<file path="src/rtl/ipi_pkg.sv">
package ipi_pkg;

  localparam int REG_W = 32;
  localparam int ID_W  = 8;
  localparam int VEC_W = 8;
  localparam int ESR_W = 8;

  // Writable bits of the lower command word: [19:18],[15],[14],[10:8],[7:0]
  localparam logic [REG_W-1:0] LO_MASK  = 32'h000C_C7FF;
  localparam int               BUSY_BIT = 12;

  localparam logic [2:0] MODE_FIXED = 3'b000;

  localparam logic [1:0] SH_NONE   = 2'd0;
  localparam logic [1:0] SH_SELF   = 2'd1;
  localparam logic [1:0] SH_ALL    = 2'd2;
  localparam logic [1:0] SH_OTHERS = 2'd3;

  localparam int ERR_SEND_CS  = 0;
  localparam int ERR_SEND_ACC = 2;
  localparam int ERR_SEND_VEC = 5;
  localparam int ERR_BAD_REG  = 7;

  typedef struct packed {
    logic [ID_W-1:0]  dest;
    logic [1:0]       shorthand;
    logic             trigger;
    logic             level;
    logic [2:0]       mode;
    logic [VEC_W-1:0] vector;
  } ipi_msg_t;

  function automatic logic [ID_W-1:0] pick_dest(input logic [1:0] sh,
                                                input logic [ID_W-1:0] field,
                                                input logic [ID_W-1:0] own,
                                                input logic [ID_W-1:0] bcast);
    case (sh)
      SH_NONE: pick_dest = field;
      SH_SELF: pick_dest = own;
      default: pick_dest = bcast;
    endcase
  endfunction

  function automatic logic vector_forbidden(input logic [2:0] mode,
                                            input logic [VEC_W-1:0] vec,
                                            input logic [VEC_W-1:0] floor_v);
    vector_forbidden = (mode == MODE_FIXED) && (vec < floor_v);
  endfunction

  function automatic ipi_msg_t decode_low(input logic [REG_W-1:0] lo,
                                          input logic [ID_W-1:0] dest);
    ipi_msg_t m;
    m.dest      = dest;
    m.shorthand = lo[19:18];
    m.trigger   = lo[15];
    m.level     = lo[14];
    m.mode      = lo[10:8];
    m.vector    = lo[7:0];
    decode_low  = m;
  endfunction

endpackage

</file>
<file path="src/rtl/ipi_regs.sv">
module ipi_regs
  import ipi_pkg::*;
#(
  parameter int                ADDR_W  = 12,
  parameter logic [ADDR_W-1:0] OFF_LO  = ADDR_W'('h300),
  parameter logic [ADDR_W-1:0] OFF_HI  = ADDR_W'('h310),
  parameter logic [ADDR_W-1:0] OFF_ERR = ADDR_W'('h280)
) (
  input  logic              clk,
  input  logic              rst_n,
  input  logic              reg_we,
  input  logic              reg_re,
  input  logic [ADDR_W-1:0] reg_addr,
  input  logic [REG_W-1:0]  reg_wdata,
  input  logic              busy,
  input  logic [ESR_W-1:0]  err_view,
  output logic [ID_W-1:0]   hi_id,
  output logic              wr_lo,
  output logic              wr_err,
  output logic              bad_access,
  output logic [REG_W-1:0]  reg_rdata
);

  logic hit_lo, hit_hi, hit_err;
  logic [REG_W-1:0] lo_q;

  assign hit_lo     = (reg_addr == OFF_LO);
  assign hit_hi     = (reg_addr == OFF_HI);
  assign hit_err    = (reg_addr == OFF_ERR);
  assign wr_lo      = reg_we && hit_lo;
  assign wr_err     = reg_we && hit_err;
  assign bad_access = (reg_we || reg_re) && !(hit_lo || hit_hi || hit_err);

  always_ff @(posedge clk) begin
    if (!rst_n) begin
      hi_id <= '0;
      lo_q  <= '0;
    end else begin
      if (reg_we && hit_hi) hi_id <= reg_wdata[REG_W-1 -: ID_W];
      if (wr_lo && !busy)   lo_q  <= reg_wdata & LO_MASK;
    end
  end

  always_comb begin
    reg_rdata = '0;
    if (hit_lo) begin
      reg_rdata           = lo_q;
      reg_rdata[BUSY_BIT] = busy;
    end else if (hit_hi) begin
      reg_rdata[REG_W-1 -: ID_W] = hi_id;
    end else if (hit_err) begin
      reg_rdata[ESR_W-1:0] = err_view;
    end
  end

endmodule

</file>
<file path="src/rtl/ipi_launch.sv">
module ipi_launch
  import ipi_pkg::*;
(
  input  logic     clk,
  input  logic     rst_n,
  input  logic     launch,
  input  ipi_msg_t msg_in,
  input  logic     msg_ready,
  input  logic     msg_err,
  output logic     busy,
  output ipi_msg_t msg_q,
  output logic     done,
  output logic     done_err
);

  assign done     = busy && msg_ready;
  assign done_err = done && msg_err;

  always_ff @(posedge clk) begin
    if (!rst_n) begin
      busy  <= 1'b0;
      msg_q <= '0;
    end else if (launch) begin
      busy  <= 1'b1;
      msg_q <= msg_in;
    end else if (done) begin
      busy  <= 1'b0;
    end
  end

endmodule

</file>
<file path="src/rtl/ipi_err.sv">
module ipi_err
  import ipi_pkg::*;
(
  input  logic             clk,
  input  logic             rst_n,
  input  logic [ESR_W-1:0] events,
  input  logic             snap,
  output logic [ESR_W-1:0] acc,
  output logic [ESR_W-1:0] view
);

  always_ff @(posedge clk) begin
    if (!rst_n) begin
      acc  <= '0;
      view <= '0;
    end else if (snap) begin
      view <= acc;
      acc  <= events;
    end else begin
      acc  <= acc | events;
    end
  end

endmodule

</file>
<file path="src/rtl/ipi_cmd_unit.sv">
module ipi_cmd_unit
  import ipi_pkg::*;
#(
  parameter int                ADDR_W   = 12,
  parameter logic [ADDR_W-1:0] OFF_LO   = ADDR_W'('h300),
  parameter logic [ADDR_W-1:0] OFF_HI   = ADDR_W'('h310),
  parameter logic [ADDR_W-1:0] OFF_ERR  = ADDR_W'('h280),
  parameter logic [7:0]        MIN_VEC  = 8'd16,
  parameter logic [7:0]        BCAST_ID = 8'hFF
) (
  input  logic              clk,
  input  logic              rst_n,
  input  logic [7:0]        self_id,
  input  logic              reg_we,
  input  logic              reg_re,
  input  logic [ADDR_W-1:0] reg_addr,
  input  logic [31:0]       reg_wdata,
  output logic [31:0]       reg_rdata,
  output logic              msg_valid,
  input  logic              msg_ready,
  input  logic              msg_err,
  output logic [7:0]        msg_dest,
  output logic [1:0]        msg_shorthand,
  output logic              msg_trigger,
  output logic              msg_level,
  output logic [2:0]        msg_mode,
  output logic [7:0]        msg_vector
);

  logic [ID_W-1:0]  hi_id;
  logic             wr_lo, wr_err, bad_access;
  logic             lo_illegal, launch, done, done_err;
  logic [ESR_W-1:0] err_events, esr_acc, esr_view;
  ipi_msg_t         msg_next, msg_q;

  ipi_regs #(
    .ADDR_W(ADDR_W), .OFF_LO(OFF_LO), .OFF_HI(OFF_HI), .OFF_ERR(OFF_ERR)
  ) u_regs (
    .clk(clk), .rst_n(rst_n), .reg_we(reg_we), .reg_re(reg_re),
    .reg_addr(reg_addr), .reg_wdata(reg_wdata), .busy(msg_valid),
    .err_view(esr_view), .hi_id(hi_id), .wr_lo(wr_lo), .wr_err(wr_err),
    .bad_access(bad_access), .reg_rdata(reg_rdata)
  );

  assign lo_illegal = vector_forbidden(reg_wdata[10:8], reg_wdata[7:0], MIN_VEC);
  assign msg_next   = decode_low(reg_wdata,
                                 pick_dest(reg_wdata[19:18], hi_id, self_id, BCAST_ID));
  assign launch     = wr_lo && !msg_valid && !lo_illegal;

  ipi_launch u_launch (
    .clk(clk), .rst_n(rst_n), .launch(launch), .msg_in(msg_next),
    .msg_ready(msg_ready), .msg_err(msg_err), .busy(msg_valid),
    .msg_q(msg_q), .done(done), .done_err(done_err)
  );

  always_comb begin
    err_events               = '0;
    err_events[ERR_SEND_CS]  = done_err;
    err_events[ERR_SEND_ACC] = wr_lo && msg_valid;
    err_events[ERR_SEND_VEC] = wr_lo && !msg_valid && lo_illegal;
    err_events[ERR_BAD_REG]  = bad_access;
  end

  ipi_err u_err (
    .clk(clk), .rst_n(rst_n), .events(err_events), .snap(wr_err),
    .acc(esr_acc), .view(esr_view)
  );

  assign msg_dest      = msg_q.dest;
  assign msg_shorthand = msg_q.shorthand;
  assign msg_trigger   = msg_q.trigger;
  assign msg_level     = msg_q.level;
  assign msg_mode      = msg_q.mode;
  assign msg_vector    = msg_q.vector;

endmodule

</file>
<file path="config.mk">
export PLATFORM = sky130hd
export DESIGN_NAME = ipi_cmd_unit
export DESIGN_NICKNAME = d
export VERILOG_FILES = /design/src/rtl/ipi_pkg.sv /design/src/rtl/ipi_regs.sv /design/src/rtl/ipi_launch.sv /design/src/rtl/ipi_err.sv /design/src/rtl/ipi_cmd_unit.sv
export SDC_FILE = /design/constraint.sdc
export NUM_CORES = 1
export LEC_CHECK = 0
export ABC_CLOCK_PERIOD_IN_PS = 2800
export BUFFER_PORTS_ARGS = -buffer_cell sky130_fd_sc_hd__buf_2
export CAP_MARGIN = 20
export CORE_MARGIN = 2
export CORE_UTILIZATION = 30
export CTS_CLUSTER_SIZE = 24
export DETAILED_ROUTE_END_ITERATION = 10
export PLACE_DENSITY = 0.55
export SETUP_SLACK_MARGIN = 0.5
export SLEW_MARGIN = 20
export SYNTH_ARGS = -nofsm -noshare
export SYNTH_HDL_FRONTEND = slang
export SYNTH_SLANG_ARGS = --single-unit
</file>
<file path="constraint.sdc">
create_clock -name clk -period 2.8 [get_ports clk]
set_input_delay 0.56 -clock clk [delete_from_list [all_inputs] [get_ports clk]]
set_output_delay 0.56 -clock clk [all_outputs]
set_load 0.02 [all_outputs]
</file>
==> results.txt, run 1 <==
fin nets = 440
effective utilization at floorplan = 31.03%
Synthesis Warnings = 0
Final Cell Area = 0.003338 mm²
hold path endpoint = u_regs.lo_q[1]
post-place setup slack = 251.6 ps
CP max-delay cell = or4b_4
VDD IR max = 0.2657 mV
Clock Tree Buf Depth = 2
CP Depth = 6
area of the multi-input gates = 0.001374 mm²
clk_lat worst skew = 310 ps
drt total wl = 6597 µm
met3 WL post-DR = 382 µm
largest net degree at the start of global routing = 50
Num Clock Sinks = 55
Required @ worst endpoint = 2240 ps
Syn Std Cell Area = 0.002550 mm²
Clock Skews = 8.677 ps
Max Clk Rate = 390.8 MHz
Post-synth top flop = dfxtp_1
DRC = 0
M1 WL = 3108 µm
commonest non-fill, non-tap cells in the layout = buf_2, nand2_1, dfxtp_1
delay-heaviest family, CP = simple AND/OR/NAND/NOR gates
Hold Violations, Final = 0
CP Class = input port to output pin
Yosys top cell by area = dfxtp_1
Core Region = 0.008217 mm²
flops & latches, synth = 55
fin crit period = 2559 ps
first-pass GRT wire length = 9915 µm
Worst R2R Setup Slack = 980 ps
Worst Tran Pin Value = 945.8 ps
Rows = 33
Syn-to-layout area delta = 30.91%
Wirelength per Cell = 13.52 µm
hold_buf cts = 0
arrival time at the worst endpoint = 2000 ps
Max Cap Viol = 0
Top-Level Pins = 114
most common cell after layout, fill and taps aside = buf_2
Die Ht = 96.20 µm
via count = 2,277
Worst Path Buf+Inv = 3
status = completed
hold path start = u_regs.lo_q[1]
Fill cells = 869
layout cells sized above 1 = 38.90%
capture instance of the worst register-to-register path = u_launch.msg_q[17]
CTS clk-pin slew, worst paths = 100 ps
RSZ-0062 raised after global routing = yes
FF-to-FF path depth = 5
Post-DP HPWL = 4626 µm
H-tree depth = 2
utilization after layout = 40.63%
final worst slack = 241.0 ps
Hold Path Stages = 2
Worst Path Max Fanout = 5
Post-synth EDFFs = 0
mean post-synth cell area = 8.823 µm²
Final ANT Viol Nets = 0
sequential area share after synthesis = 43.18%
WL met2 = 3046 µm
FF-to-FF Start = u_launch.busy
initial antenna violation count = 0
critical path endpoint category = output pin
DRT iter0 DRCs = 66
leakage = 1.478 nW
Placer Congestion = 0.7150
worst hold path class = flip-flop to flip-flop
Die Wd = 96.20 µm
cell count after synthesis = 289
CTS tree = done
root buffer cell = clkbuf_8
total power = 0.001436 W
placed inst area = 0.003168 mm²
synth top area cells = dfxtp_1, mux2i_1, nand2_1
Vias/cell = 4.666
register area = 0.001101 mm²
uppermost layer routed = met4
CP max stage delay = 590 ps
Slew Limit Fails = 0
top-area cell type share of the netlist area = 43.18%
CP cell instances = buf_6, or4b_4, nor4_4, buf_6, and3_2, buf_2
DIE AREA = 0.009253 mm²
DRT Pass-1 Iters = 4
Inserted Clock Buffers = 5
final period utilization = 91.39%
post-synth cell types = 38
Power Density = 430.1 mW/mm²
Setup-failing EPs final = 0
most used cell along the critical path = buf_6
Port Buffers = 96
crit start category = input port
Slew headroom = 36.88%
GRT Resource Usage Total = 13.81%
vias in the first global route = 2,022
GRT overflow = 0
async set or reset register ratio after synthesis = 0%
setup TNS = 0 ps
Antenna Cells = 0
==> sequential cells by signal (all words and copies together) (netlist names) <==
name	cells
u_launch.msg_q	23
u_regs.lo_q	15
u_regs.hi_id	8
u_err.acc	4
u_err.view	4
u_launch.busy	1
==> worst register-to-register path: cells and delay by family (launching register included) <==
family	cells	cell delay [ps]
AND/OR/NAND/NOR	3	970
flip-flops	1	380
buffers and inverters	1	210
multiplexers	1	190
==> power breakdown <==
| part | internal (W) | leakage [nW] | switching (W) | total (W) |
|---|---|---|---|---|
| combinational | 0.0000453 | 0.980 | 0.0000666 | 0.000112 |
| clock | 0.000270 | 0.0548 | 0.000271 | 0.000540 |
| sequential | 0.000783 | 0.443 | 0.000000738 | 0.000784 |
==> synth_stat cells (all sizes together) (2+ instances only) <==
cell,instances
mux2i,28
a32oi,2
or4,2
and2,12
nand2,71
clkbuf,13
and3,9
a22o,4
nor4,5
o21ai,15
inv,2
nand2b,2
dfxtp,55
mux2,8
a21oi,22
nor2,10
buf,13
==> through the flow <==
step / std cells / hold WS, ps
finish: 488 / 450.6
global route: 488 / 467.9
CTS: 486 / 456.4
detailed placement: 478 / 442.4
global placement: 478 / 440.5
floorplan: 296 / 427.3
==> final cells by class <==
type                            count  area share, %
Multi-Input combinational cell    212          41.15
Clock buffer                        5          2.061
Timing Repair Buffer              106          18.25
Sequential cell                    55          32.98
Clock inverter                      3          1.387
Tap cell                          105          3.936
Inverter                            2         0.2249
==> routing by layer <==
layer,vias up,track usage (%)
met1,1058,18.89
met2,60,21.88
met5,-,0
met4,0,4.167
li1,1155,-
met3,4,2.741
==> logic make-up (layout without fill, tap and decap cells) <==
family | Yosys count | count (layout) | share of synthesized area (%)
other | 1 | 8 | 0.1471
buffers and inverters | 29 | 116 | 6.624
muxes | 36 | 36 | 14.52
DFF | 55 | 55 | 43.18
and+or+nand+nor | 121 | 121 | 24.98
AOI/OAI and AO/OA | 47 | 47 | 10.55
==> how the worst max path moves through the flow <==
stage                    endpoint         from  slack, ps
finish              reg_rdata[28]  reg_addr[6]        240
global route        reg_rdata[19]  reg_addr[6]        200
CTS                 reg_rdata[19]  reg_addr[6]        250
detailed placement  reg_rdata[19]  reg_addr[6]        250
global placement    reg_rdata[19]  reg_addr[6]        240
floorplan           reg_rdata[12]  reg_addr[6]        400
==> timing repair <==
item                       in CTS  in global routing
setup endpoints to repair      24                 24
gates cloned                    0                  1
gates resized for setup         1                 11
pin swaps                       0                  0
hold endpoints to repair        0                  0
buffers inserted                0                  1
(Power assumes the default switching activity.)
==> inputs of run 2 (changes only) <==
RECOVER_POWER = 100   (was not set)
REMOVE_ABC_BUFFERS = 1   (was not set)
==> run 2 against run 1 <==
- hold slack gained 8.6 ps
- count of clock-buffer cells in the layout did not move
- utilization rose by 0.52 points
- setup slack worse by 82 ps
- final cell count is 1.2% higher
- non-clock buffer count rose by 6
- clock skew up 10 ps
- register-to-register slack got worse by 160 ps
- highest routed layer unchanged
- maximum frequency shrank 3.1%
==> results.txt, run 2 (synthesis gave the netlist of run 1 again) <==
Clock Skews = 18.69 ps (+10.02 ps)
setup TNS = 0 ps (unchanged)
arrival time at the worst endpoint = 2080 ps (+80 ps)
Top-Level Pins = 114 (unchanged)
Internal = 0.001011 W (-7.9%)
Worst Tran Pin Value = 991.5 ps (+45.71 ps)
Fill cells = 875 (+0.69%)
GRT overflow = 0 (unchanged)
Slew Limit Fails = 0 (unchanged)
Slew headroom = 33.90% (-3.0 points)
leakage = 1.317 nW (-11%)
DIE AREA = 0.009253 mm² (unchanged)
WL met2 = 3493 µm (+15%)
initial antenna violation count = 0 (unchanged)
first-pass GRT wire length = 10,980 µm (+11%)
Required @ worst endpoint = 2240 ps (about the same)
DRT iter0 DRCs = 138 (+110%)
Worst Path Max Fanout = 5 (unchanged)
uppermost layer routed = met4
met3 WL post-DR = 361 µm (-5.5%)
Antenna Cells = 0 (unchanged)
Max Cap Viol = 0 (unchanged)
Num Clock Sinks = 55 (unchanged)
Clock power frac = 34.4% (-3.2 points)
Die Ht = 96.20 µm (unchanged)
biggest registers after layout = u_launch.msg_q: 23 flops, u_regs.lo_q: 15 flops, u_regs.hi_id: 8 flops
CTS clk-pin slew, worst paths = 100 ps (about the same)
Wirelength per Cell = 14.31 µm (+5.8%)
post-place setup slack = 132.5 ps (-119.1 ps)
most common cell after layout, fill and taps aside = nand2_1
Port Buffers = 96 (unchanged)
hold path start = u_regs.lo_q[14]
RSZ-0062 raised after global routing = yes
number of flip-flops in the largest register = 23 (unchanged)
Net Sw Power = 0.0003515 W (+4.0%)
layout cells sized above 1 = 29.05% (-9.9 points)
Setup-failing EPs final = 0 (unchanged)
Hold Path Stages = 2 (unchanged)
Vias/cell = 4.650 (-0.35%)
Placer Congestion = 0.7886 (+10%)
commonest non-fill, non-tap cells in the layout = nand2_1, dfxtp_1, buf_2
Final ANT Viol Nets = 0 (unchanged)
M1 WL = 3129 µm (+0.68%)
Die Wd = 96.20 µm (unchanged)
DRT Pass-1 Iters = 4 (unchanged)
Core Region = 0.008217 mm² (unchanged)
hold path endpoint = u_regs.lo_q[14]
register share of total power = 57.5% (+2.9 points)
FF-to-FF path depth = 5 (unchanged)
worst hold path class = flip-flop to flip-flop
H-tree depth = 2 (unchanged)
final period utilization = 94.32% (+2.9 points)
final worst slack = 159.1 ps (-81.90 ps)
DRC = 0 (unchanged)
GRT Resource Usage Total = 15.48% (+1.7 points)
crit start category = input port
root buffer cell = clkbuf_8
Worst R2R Setup Slack = 820 ps (-160 ps)
fin nets = 446 (+1.4%)
capture instance of the worst register-to-register path = u_launch.msg_q[9]
Rows = 33 (unchanged)
critical path endpoint category = output pin
drt total wl = 7067 µm (+7.1%)
FF-to-FF Start = u_launch.busy
Post-DP HPWL = 4698 µm (+1.5%)
sw frac = 25.80% (+2.3 points)
clk_lat worst skew = 320 ps (about the same)
Syn-to-layout area delta = 32.58%
largest net degree at the start of global routing = 50 (unchanged)
Hold Violations, Final = 0 (unchanged)
via count = 2,297 (+0.88%)
Max Clk Rate = 378.7 MHz (-3.1%)
effective utilization at floorplan = 31.03% (unchanged)
VDD IR max = 0.2217 mV (-17%)
status = completed
Gate power share = 8.0% (+0.2 points)
Largest Register = u_launch.msg_q
Clock Tree Buf Depth = 2 (unchanged)
fin crit period = 2641 ps (+81.90 ps)
vias in the first global route = 2,235 (+11%)
Inserted Clock Buffers = 5 (unchanged)
CP Class = input port to output pin
CTS tree = done
Power Density = 403.0 mW/mm² (-6.3%)
## run 2: cell types whose count changed in the layout (fill, tap and decap cells not counted), moves of 2 or more
cell      change
buf_2        -46
clkbuf_1     +41
buf_6         +8
and3_2        -4
and3_4        +4
and2_0        +2
and2_1        -2
## run 2: layout make-up
class | instances | area [µm²] | area share, %
inverters | 2 | 7.507 | 0.2221
well taps | 105 | 131.4 | 3.886
repair buffers | 112 | 668.1 | 19.76
multi-input cells | 212 | 1376 | 40.71
flip-flops and latches | 55 | 1101 | 32.57
clock buffers | 5 | 68.82 | 2.036
clock inverters | 3 | 27.53 | 0.8142
## run 2: how the worst max path moves through the flow
stage                      startpoint            end  depth (start not counted)
after global routing      reg_addr[2]   reg_rdata[2]                          7
final                     reg_addr[2]   reg_rdata[2]                          7
after CTS                 reg_addr[2]  reg_rdata[26]                          6
after global placement    reg_addr[6]   reg_rdata[5]                          6
after detailed placement  reg_addr[6]   reg_rdata[5]                          6
after floorplan           reg_addr[6]   reg_rdata[0]                          3
## run 2: power by group through the flow
stage	sequential [W]	clock (W)	combinational, W
2_1_floorplan	0.000801	0	0.0000427
3_3_place_gp	0.000802	0	0.000108
3_5_place_dp	0.000802	0	0.000109
4_1_cts	0.000784	0.000486	0.000112
5_1_grt	0.000784	0.000513	0.000121
6_report	0.000784	0.000469	0.000110
## run 2: timing repair
item	4_1_cts	5_1_grt
gates cloned	2	1
pin swaps	10	5
endpoints found under the setup margin	24	24
endpoints found under the hold margin	0	0
hold buffers	0	0
setup buffers	3	0
resized for setup	51	21
## run 2: critical path, stage by stage
cell	delay, ps
clkbuf_1	80
or4b_4	590
nor4_4	160
buf_6	180
buf_12	120
a22o_1	130
clkbuf_1	250
## run 2: per-layer routing
metal  GRT usage, %  up-vias
met2          25.75       51
met1          19.74     1071
met5              0        -
li1               -     1170
met3          3.681        5
met4          4.762        0
## run 2: per-stage QoR
stage | instance area [µm²] | power [W] | std cells | hold WS [ps] | utilization [%]
5_1_grt | 3381 | 0.001418 | 494 | 475.8 | 41.15
3_5_place_dp | 3114 | 0.0009105 | 480 | 440.1 | 37.90
3_3_place_gp | 3114 | 0.0009096 | 480 | 435.3 | 37.90
4_1_cts | 3418 | 0.001381 | 493 | 460.8 | 41.60
2_1_floorplan | 2415 | 0.0008442 | 269 | 427.3 | -
6_report | 3381 | 0.001362 | 494 | 459.3 | 41.15
==> inputs of run 3 (changes only) <==
ABC_CLOCK_PERIOD_IN_PS = 2900   (was 2800)
CELL_PAD_IN_SITES_DETAIL_PLACEMENT = 1   (was not set)
CELL_PAD_IN_SITES_GLOBAL_PLACEMENT = 2   (was not set)
CORE_UTILIZATION = 26   (was 30)
PLACE_DENSITY = 0.79   (was 0.55)
clock period = 2.9 ns   (was 2.8 ns; I/O delays follow)
==> run 3 against run 2 <==
- cell area rose by 0.81%
- global-route usage shrank 1.0 points
- sequential cell count unchanged
- clock power fell by 3%
- power fell by 3.3%
- routed wire length is 8.0% higher
- count of clock-buffer cells in the layout rose by 1
- sequential power decreased by 3.6%
- utilization decreased by 5.8 points
- critical path type unchanged
- highest routed layer unchanged
==> results.txt, run 3 (synthesis gave the netlist of run 1 again) <==
H-tree depth = 2 (unchanged)
DRC = 0 (unchanged)
first-pass GRT wire length = 12,000 µm (+9.2%)
crit path from = reg_addr[2]
GRT Resource Usage Total = 14.46% (-1.0 points)
Worst R2R Setup Slack = 780 ps (-40 ps)
most common cell after layout, fill and taps aside = nand2_1
Fill cells = 1,218 (+39%)
Setup-failing EPs final = 0 (unchanged)
Top-Level Pins = 114 (unchanged)
fin crit period = 2719 ps
Post-DP HPWL = 5245 µm (+12%)
CP Class = input port to output pin
via count = 2,353 (+2.4%)
GRT overflow = 0 (unchanged)
fin nets = 446 (unchanged)
Placer Congestion = 0.6989 (-11%)
Vias/cell = 4.508 (-3.1%)
number of flip-flops in the largest register = 23 (unchanged)
setup TNS = 0 ps (unchanged)
Hold Slack = 459.4 ps (+0.1580 ps)
DRT Pass-1 Iters = 4 (unchanged)
Inserted Clock Buffers = 5 (unchanged)
Die Wd = 103.0 µm (+7.1%)
biggest registers after layout = u_launch.msg_q: 23 flops, u_regs.lo_q: 15 flops, u_regs.hi_id: 8 flops
Required @ worst endpoint = 2320 ps (+80 ps)
CTS clk-pin slew, worst paths = 110 ps (about the same)
Core Region = 0.009639 mm² (+17%)
Hold Violations, Final = 0 (unchanged)
Port Buffers = 96 (unchanged)
placed inst area = 0.003142 mm² (+0.88%)
crit start category = input port
FF-to-FF Start = u_launch.busy
commonest non-fill, non-tap cells in the layout = nand2_1, dfxtp_1, buf_2
capture instance of the worst register-to-register path = u_launch.msg_q[5]
Clock Skews = 11.17 ps (-7.525 ps)
FF-to-FF path depth = 5 (unchanged)
final period utilization = 93.77%
Wirelength per Cell = 14.62 µm (+2.2%)
worst hold path class = flip-flop to flip-flop
hold_buf cts = 0 (unchanged)
RSZ-0062 raised after global routing = yes
drt total wl = 7630 µm (+8.0%)
DRT iter0 DRCs = 39 (-72%)
Slew headroom = 29.90% (-4.0 points)
crit path to = reg_rdata[12]
Final Cell Area = 0.003408 mm² (+0.81%)
Worst Tran Pin Value = 1052 ps (+60.04 ps)
critical path endpoint category = output pin
clk_lat worst skew = 310 ps (about the same)
Final ANT Viol Nets = 0 (unchanged)
status = completed
DIE AREA = 0.01062 mm² (+15%)
Largest Register = u_launch.msg_q
Num Clock Sinks = 55 (unchanged)
effective utilization at floorplan = 26.45% (-4.6 points)
layout cells sized above 1 = 29.31% (+0.26 points)
Die Ht = 103.0 µm (+7.1%)
root buffer cell = clkbuf_8
Worst Path Max Fanout = 8 (+3)
Antenna Cells = 0 (unchanged)
Max Cap Viol = 0 (unchanged)
initial antenna violation count = 0 (unchanged)
Syn-to-layout area delta = 33.66%
Rows = 36 (+9.1%)
vias in the first global route = 2,381 (+6.5%)
largest net degree at the start of global routing = 50 (unchanged)
Max Clk Rate = 367.7 MHz
CTS tree = done
arrival time at the worst endpoint = 2140 ps (+60 ps)
Clock Tree Buf Depth = 2 (unchanged)
Slew Limit Fails = 0 (unchanged)
leakage = 1.344 nW (+2.0%)
Power Density = 386.7 mW/mm² (-4.0%)
VDD IR max = 0.1464 mV (-34%)
[run 3: worst min path at each step]
stage / startpoint / end / cells past startpoint
6_report: u_regs.lo_q[19] / u_regs.lo_q[19] / 2
5_1_grt: u_regs.lo_q[18] / u_regs.lo_q[18] / 2
4_1_cts: u_regs.lo_q[14] / u_regs.lo_q[14] / 2
3_5_place_dp: u_regs.lo_q[19] / u_regs.lo_q[19] / 2
3_3_place_gp: u_regs.lo_q[19] / u_regs.lo_q[19] / 2
2_1_floorplan: u_regs.lo_q[14] / u_regs.lo_q[14] / 2
[run 3: area by class of cell]
class,count,area [µm²],share of cell area (%)
tap,133,166.4,4.883
clock buffer,6,82.58,2.423
timing repair buffer,112,685.7,20.12
sequential,55,1101,32.31
clock inverter,2,16.27,0.4772
inverter,2,7.507,0.2203
multi-input combinational,212,1349,39.57
[run 3: layer usage]
metal	global-route usage, %	vias up	share of wire [%]
met1	18.55	1123	46
met3	2.644	7	4.1
met4	2.733	0	0.75
met5	0	-	0
met2	25.52	60	50
li1	-	1163	-
[run 3: critical path, stage by stage]
cell and delay (ps):
clkbuf_1 80, or4b_4 590, nor4_4 170, clkbuf_1 270, buf_16 160, and2_4 130
clkbuf_2 150
[run 3: what timing repair did]
item,in CTS,in global routing
endpoints found under the hold margin,0,0
gates cloned,3,0
pin swaps,18,3
endpoints found under the setup margin,24,32
gates resized for setup,69,4
setup buffers,4,0
[run 3: metrics by stage]
step,utilization [%],cells,power [W],worst slack [ps]
2_1_floorplan,-,269,0.0008151,301.5
3_3_place_gp,32.59,507,0.0008790,207.1
3_5_place_dp,32.59,507,0.0008807,208.8
4_1_cts,36.83,522,0.001344,279.2
5_1_grt,35.36,522,0.001387,117.6
6_report,35.36,522,0.001318,180.6
[run 3: power by group]
group | internal (W) | switching, W
registers | 0.000756 | 0.000000705
logic | 0.0000419 | 0.0000637
clock network | 0.000196 | 0.000260
total | 0.000993 | 0.000324
